===== config.mk =====
export PLATFORM = sky130hd
export DESIGN_NAME = ir_stream_parser
export DESIGN_NICKNAME = d
export VERILOG_FILES = /design/src/rtl/ir_parse_pkg.sv /design/src/rtl/ir_len_lut.sv /design/src/rtl/ir_pkt_fsm.sv /design/src/rtl/ir_evt_out.sv /design/src/rtl/ir_stream_parser.sv
export SDC_FILE = /design/constraint.sdc
export NUM_CORES = 1
export LEC_CHECK = 0
export ABC_AREA = 1
export BUFFER_PORTS_ARGS = -buffer_cell sky130_fd_sc_hd__buf_4
export CAP_MARGIN = 10
export CORE_AREA = 5 5 85 64
export DETAILED_ROUTE_END_ITERATION = 12
export DIE_AREA = 0 0 90 69
export PLACE_DENSITY = 0.81
export SLEW_MARGIN = 10
export SYNTH_ARGS = -nofsm -noshare
export SYNTH_HDL_FRONTEND = slang
export SYNTH_HIERARCHICAL = 1
export SYNTH_SLANG_ARGS = --single-unit

===== constraint.sdc =====
create_clock -name clk -period 7 [get_ports clk]
set_input_delay 1.4 -clock clk [delete_from_list [all_inputs] [get_ports clk]]
set_output_delay 1.4 -clock clk [all_outputs]
set_load 0.05 [all_outputs]

===== src/rtl/ir_parse_pkg.sv =====
package ir_parse_pkg;
    localparam int BYTE_W   = 8;
    localparam int SMP_W    = BYTE_W - 1;
    localparam int CNT_W    = 5;

    localparam logic [BYTE_W-1:0] KIND_MASK   = 8'hE0;
    localparam logic [BYTE_W-1:0] RUN_PATTERN = 8'h80;
    localparam logic [BYTE_W-1:0] CNT_MASK    = 8'h1F;

    localparam logic [BYTE_W-1:0] HDR_CMD  = 8'h9F;
    localparam logic [BYTE_W-1:0] HDR_HW   = 8'hFF;
    localparam logic [BYTE_W-1:0] HDR_NULL = 8'h00;

    localparam logic [BYTE_W-1:0] SUB_CARRIER = 8'h06;
    localparam logic [BYTE_W-1:0] SUB_TMO     = 8'h0C;
    localparam logic [BYTE_W-1:0] SUB_PCOUNT  = 8'h15;
    localparam logic [BYTE_W-1:0] SUB_SIGEND  = 8'h01;
    localparam logic [BYTE_W-1:0] SUB_TXMASK  = 8'h08;
    localparam logic [BYTE_W-1:0] SUB_RXSENS  = 8'h14;
    localparam logic [BYTE_W-1:0] SUB_REV     = 8'h0B;

    typedef enum logic [1:0] {
        ST_HDR = 2'd0,
        ST_SUB = 2'd1,
        ST_PAY = 2'd2,
        ST_IRD = 2'd3
    } pstate_t;
endpackage


===== src/rtl/ir_len_lut.sv =====
module ir_len_lut
    import ir_parse_pkg::*;
(
    input  logic [BYTE_W-1:0] hdr,
    input  logic [BYTE_W-1:0] sub,
    output logic [1:0]        len
);
    always_comb begin
        len = 2'd0;
        if (hdr == HDR_CMD) begin
            if (sub == SUB_CARRIER || sub == SUB_TMO || sub == SUB_PCOUNT)
                len = 2'd2;
            else if (sub == SUB_SIGEND || sub == SUB_TXMASK || sub == SUB_RXSENS)
                len = 2'd1;
        end else if (hdr == HDR_HW) begin
            if (sub == SUB_REV)
                len = 2'd2;
        end else if (hdr == HDR_NULL) begin
            if (sub == HDR_HW)
                len = 2'd1;
        end
    end
endmodule


===== src/rtl/ir_pkt_fsm.sv =====
module ir_pkt_fsm
    import ir_parse_pkg::*;
(
    input  logic              clk,
    input  logic              rst_n,
    input  logic              in_valid,
    input  logic [BYTE_W-1:0] in_byte,
    output logic              emit_ir,
    output logic              emit_rst
);
    pstate_t           st, st_n;
    logic [CNT_W-1:0]  rem, rem_n;
    logic [BYTE_W-1:0] cmd, cmd_n;
    logic [1:0]        lut_len;
    logic              is_cmd;
    logic [CNT_W-1:0]  hdr_len;

    ir_len_lut u_lut (
        .hdr (cmd),
        .sub (in_byte),
        .len (lut_len)
    );

    assign is_cmd  = (in_byte == HDR_CMD) || ((in_byte & KIND_MASK) != RUN_PATTERN);
    assign hdr_len = CNT_W'(in_byte & CNT_MASK);

    always_comb begin
        st_n     = st;
        rem_n    = rem;
        cmd_n    = cmd;
        emit_ir  = 1'b0;
        emit_rst = 1'b0;
        if (in_valid) begin
            unique case (st)
                ST_HDR: begin
                    cmd_n = in_byte;
                    if (is_cmd) begin
                        st_n = ST_SUB;
                    end else if (hdr_len == '0) begin
                        emit_rst = 1'b1;
                    end else begin
                        rem_n = hdr_len;
                        st_n  = ST_IRD;
                    end
                end
                ST_SUB: begin
                    rem_n = CNT_W'(lut_len);
                    st_n  = (lut_len == 2'd0) ? ST_HDR : ST_PAY;
                end
                ST_PAY: begin
                    rem_n = rem - 1'b1;
                    if (rem == CNT_W'(1)) st_n = ST_HDR;
                end
                ST_IRD: begin
                    emit_ir = 1'b1;
                    rem_n   = rem - 1'b1;
                    if (rem == CNT_W'(1)) st_n = ST_HDR;
                end
            endcase
        end
    end

    always_ff @(posedge clk) begin
        if (!rst_n) begin
            st  <= ST_HDR;
            rem <= '0;
            cmd <= '0;
        end else begin
            st  <= st_n;
            rem <= rem_n;
            cmd <= cmd_n;
        end
    end

    // the subcommand state lasts exactly one accepted byte
    a_r4_sub_single_byte: assert property (@(posedge clk) disable iff (!rst_n)
        (st == ST_SUB && in_valid) |=> (st != ST_SUB));

    // the last counted sample returns the parser to the header state
    a_r5_run_returns: assert property (@(posedge clk) disable iff (!rst_n)
        (st == ST_IRD && in_valid && rem == CNT_W'(1)) |=> (st == ST_HDR));

    // counting states always hold a live count
    a_r6_count_live: assert property (@(posedge clk) disable iff (!rst_n)
        (st == ST_PAY || st == ST_IRD) |-> (rem != '0));

    // idle cycles freeze the parser
    a_r7_idle_hold: assert property (@(posedge clk) disable iff (!rst_n)
        !in_valid |=> ($stable(st) && $stable(rem)));
endmodule


===== src/rtl/ir_evt_out.sv =====
module ir_evt_out
    import ir_parse_pkg::*;
#(
    parameter int SAMPLE_PERIOD = 50,
    parameter int DUR_W         = 13
) (
    input  logic              clk,
    input  logic              rst_n,
    input  logic              in_valid,
    input  logic              in_last,
    input  logic [BYTE_W-1:0] in_byte,
    input  logic              emit_ir,
    input  logic              emit_rst,
    output logic              ev_valid,
    output logic              ev_pulse,
    output logic [DUR_W-1:0]  ev_dur,
    output logic              dec_rst,
    output logic              batch_evt
);
    localparam logic [DUR_W-1:0] PERIOD_V = DUR_W'(SAMPLE_PERIOD);

    logic             seen;
    logic [DUR_W-1:0] dur_calc;

    assign dur_calc = DUR_W'(in_byte[SMP_W-1:0]) * PERIOD_V;

    always_ff @(posedge clk) begin
        if (!rst_n) begin
            ev_valid  <= 1'b0;
            ev_pulse  <= 1'b0;
            ev_dur    <= '0;
            dec_rst   <= 1'b0;
            batch_evt <= 1'b0;
            seen      <= 1'b0;
        end else begin
            ev_valid  <= emit_ir;
            dec_rst   <= emit_rst;
            batch_evt <= 1'b0;
            if (emit_ir) begin
                ev_pulse <= in_byte[BYTE_W-1];
                ev_dur   <= dur_calc;
            end
            if (in_valid) begin
                if (in_last) begin
                    batch_evt <= seen | emit_ir;
                    seen      <= 1'b0;
                end else begin
                    seen <= seen | emit_ir;
                end
            end
        end
    end

    // the batch strobe only follows an accepted last byte
    a_r8_pend_after_last: assert property (@(posedge clk) disable iff (!rst_n)
        batch_evt |-> $past(in_valid && in_last));

    // every duration is a whole number of sample periods
    a_r5_dur_scaled: assert property (@(posedge clk) disable iff (!rst_n)
        ev_valid |-> ((ev_dur % PERIOD_V) == '0));

    // a decoder reset never coincides with a sample event
    a_r3_rst_exclusive: assert property (@(posedge clk) disable iff (!rst_n)
        !(ev_valid && dec_rst));
endmodule


===== src/rtl/ir_stream_parser.sv =====
module ir_stream_parser
    import ir_parse_pkg::*;
#(
    parameter  int SAMPLE_PERIOD = 50,
    localparam int DUR_W         = SMP_W + $clog2(SAMPLE_PERIOD + 1)
) (
    input  logic              clk,
    input  logic              rst_n,
    input  logic              in_valid,
    input  logic [7:0]        in_byte,
    input  logic              in_last,
    output logic              ev_valid,
    output logic              ev_pulse,
    output logic [DUR_W-1:0]  ev_dur,
    output logic              dec_rst,
    output logic              batch_evt
);
    logic emit_ir;
    logic emit_rst;

    ir_pkt_fsm u_fsm (
        .clk      (clk),
        .rst_n    (rst_n),
        .in_valid (in_valid),
        .in_byte  (in_byte),
        .emit_ir  (emit_ir),
        .emit_rst (emit_rst)
    );

    ir_evt_out #(
        .SAMPLE_PERIOD (SAMPLE_PERIOD),
        .DUR_W         (DUR_W)
    ) u_out (
        .clk       (clk),
        .rst_n     (rst_n),
        .in_valid  (in_valid),
        .in_last   (in_last),
        .in_byte   (in_byte),
        .emit_ir   (emit_ir),
        .emit_rst  (emit_rst),
        .ev_valid  (ev_valid),
        .ev_pulse  (ev_pulse),
        .ev_dur    (ev_dur),
        .dec_rst   (dec_rst),
        .batch_evt (batch_evt)
    );

    // registered outputs are quiet in the cycle after an idle input
    a_r9_registered: assert property (@(posedge clk) disable iff (!rst_n)
        !in_valid |=> (!ev_valid && !dec_rst && !batch_evt));
endmodule


==> results.yml <==
power:
  ir_drop_mv: 0.123
  pwr-share-comb: 0.309
  switching_share: 0.343
  power_frac_clock: 0.303
  power.density_nw_per_um2: 191
  p_switching_uw: 178
  p_leak_nw: 1.46
  p_int_uw: 342
  p_seq_frac: 0.387
global_route:
  grt_max_degree: 26
  grtUsageMet3: 0.0413
  use_met2: 0.265
  grt_antenna_before_repair: 0
  grt_pass1_wl_um: 9030
  globalRoute.totalOverflow: 0
  met1_usage: 0.231
  busiest_layer: "met2"
  grt_pass1_vias: 2074
  grt_usage: 0.171
synth:
  synthArstFlopShare: 0
  syn-num-nets: 395
  synth_top_area_frac: 0.268
  synth_top_family_by_area: "simple AND/OR/NAND/NOR gates"
  syn_inst: 353
  synthTopCellsByArea: "dfxtp_1 (27%), ha_1 (15%), nand2_1 (13%), nor2_1 (10%), inv_1 (6.9%)"
  synth_seq_area_share: 0.268
  synth_most_common_cell: "nand2_1"
  synth_compound_area_frac: 0.0875
  synth_fa_ha_area_frac: 0.163
  ys.flop_type: "dfxtp_1"
  synth-seq-cells: 32
  synth-simple-area-share: 0.369
  netlist.top_cell.by_area: "dfxtp_1"
  synth.distinct_cells: 37
  syn-mean-instance-area_um2: 6.77
  synth_mux_area_frac: 0
  syn_area_um2: 2390
  synth-xor-area-share: 0.0105
  yosysWarnings: 6
  synthTopCellsByCount: "nand2_1 (81), nor2_1 (65), inv_1 (44), dfxtp_1 (32), ha_1 (28)"
  synth_edf_count: 0
worst_setup_path:
  rr_endpoint: "u_fsm/rem[1]$_SDFFE_PN0P_"
  critPathMaxFanout: 11
  rr_worst_depth: 13
  reg2reg_from: "u_fsm/cmd[0]$_SDFFE_PN0P_"
  startpoint_type: "primary input"
  arrival_ns: 3.64
  cp.required_ns: 7.19
  critPathCaptureType: "flop"
  regToRegSetupSlack_ns: 5.48
  worst-setup-path-type: "in2reg"
layout:
  antennaDiodeCount: 0
  area_growth_pct: 14.1
  drive_gt1_frac: 0.162
  fillers: 424
  final_nets: 424
clock_network:
  cts_setup_buffers: 0
  numCtsBuffers: 5
  clk_latency_ns: 0.29
  cts_max_level: 2
  clock-sinks: 32
  cts_buffer_depth: 2
  root_buffer: "clkbuf_8"
  ctsHoldBuffers: 0
  cts_tree: "built"
  clkTransAtPathRegs_ns: 0.07
  post_cts_resize_count: 0
floorplan:
  chipWidth_um: 90
  fp.dieH_um: 69
  die_area_um2: 6210
  ioPinCount: 29
  initial_core_util: 0.525
  coreArea_um2: 4550
  fp-row-count: 21
hold_path:
  hold_class: "reg2reg"
  hp-start: "u_fsm/cmd[4]$_SDFFE_PN0P_"
  hold_depth: 2
  min_to: "u_fsm/cmd[4]$_SDFFE_PN0P_"
timing:
  slew_viol_final: 0
  setup_violations: 0
  period_minus_slack_ns: 3.45
  timing.hold.ws_ns: 0.484
  tns_ns: 0
  post-route-period-util: 0.493
  skew_ns: 0.00470
  rsz0062_at_grt: "false"
  fmax_ghz: 0.290
  finalHoldViolCount: 0
placement:
  routabilityCongestion: 0.884
  place_hpwl_um: 3720
  io_buffers: 27
route:
  ant_nets: 0
  avgViaCountPerCell: 5.12
  wl_per_cell_um: 11.5
  wl_um: 5070
  drc: 0
  first_pass_iters: 5
  vias: 2246
  drt_iter0_drc: 141
status:
  status: "finished clean"
run:
  max_cap_violations: 0
## logic make-up (layout without fill, tap and decap cells)
logic type,Yosys count,after routing
xor+xnor,2,2
other cells,1,1
simple gates,196,196
buf+inv,57,86
compound gates,35,35
flops,32,32
fa+ha+maj,30,30
## layout by cell type, fill, tap and decap left out, types with 2 or more instances in the layout
cell and instances:
a211oi_2 2, a21oi_1 12, buf_4 28, clkbuf_8 7, dfxtp_1 32, fa_1 2, ha_1 28, inv_1 44
inv_2 6, nand2_1 81, nand2_2 4, nand3_1 22, nand3_2 2, nand3b_1 3, nand4_1 2, nor2_1 65
nor2_2 3, nor2_4 4, nor3_1 2, o21ai_0 9, o21ai_1 8, or2_1 2
## layer usage
metal,vias up,part of all wire
li1,1169,-
met1,998,0.48
met2,71,0.43
met3,8,0.068
met4,0,0.018
met5,-,0
## layout make-up
cell class | count | area (um2) | area share
clock buffer | 7 | 96.3 | 0.0354
inverter | 51 | 191 | 0.0702
multi-input combinational | 264 | 1520 | 0.556
sequential | 32 | 641 | 0.235
tap | 57 | 71.3 | 0.0262
timing repair buffer | 28 | 210 | 0.0771
## registers in the layout (all words and copies together), names as in the netlist
name	flops
u_fsm/cmd	8
u_fsm/rem	5
u_fsm/st	2
u_out/batch_evt	1
u_out/dec_rst	1
u_out/ev_dur	12
u_out/ev_pulse	1
u_out/ev_valid	1
u_out/seen	1
## power by group through the flow
stage | clock (mW) | sequential [mW] | combinational, mW
floorplan | 0 | 0.210 | 0.119
global placement | 0 | 0.205 | 0.156
detailed placement | 0 | 0.205 | 0.159
CTS | 0.163 | 0.201 | 0.161
global route | 0.171 | 0.203 | 0.183
finish | 0.158 | 0.201 | 0.161
## metrics by stage
stage | utilization | cells | instance area (um2) | setup slack (ns) | power (mW)
3_5_place_dp | 0.578 | 432 | 2630 | 3.26 | 0.365
6_report | 0.600 | 439 | 2730 | 3.55 | 0.520
5_1_grt | 0.600 | 439 | 2730 | 3.45 | 0.557
2_1_floorplan | - | 353 | 2390 | 3.53 | 0.328
4_1_cts | 0.600 | 439 | 2730 | 3.56 | 0.526
3_3_place_gp | 0.578 | 432 | 2630 | 3.31 | 0.360
## worst max-delay path, cell delays in order
cell and delay, ns:
buf_4 0.15, ha_1 0.31, ha_1 0.32, fa_1 0.46
ha_1 0.35, or2_4 0.30, nand3_2 0.09, nand2_1 0.06
nand2_1 0.06, nand3_1 0.06, nand2_1 0.06, inv_1 0.03
## how the worst max path moves through the flow
stage / cells after the start / slack [ns] / end / startpoint
after global placement: 12 / 3.31 / u_out/ev_dur[12]$_SDFFE_PN0P_ / in_byte[2]
after floorplan: 11 / 3.53 / u_out/ev_dur[12]$_SDFFE_PN0P_ / in_byte[2]
after CTS: 12 / 3.56 / u_out/ev_dur[12]$_SDFFE_PN0P_ / in_byte[2]
after detailed placement: 12 / 3.26 / u_out/ev_dur[12]$_SDFFE_PN0P_ / in_byte[2]
final: 12 / 3.55 / u_out/ev_dur[12]$_SDFFE_PN0P_ / in_byte[2]
after global routing: 12 / 3.45 / u_out/ev_dur[12]$_SDFFE_PN0P_ / in_byte[2]
(Power assumes the default switching activity.)
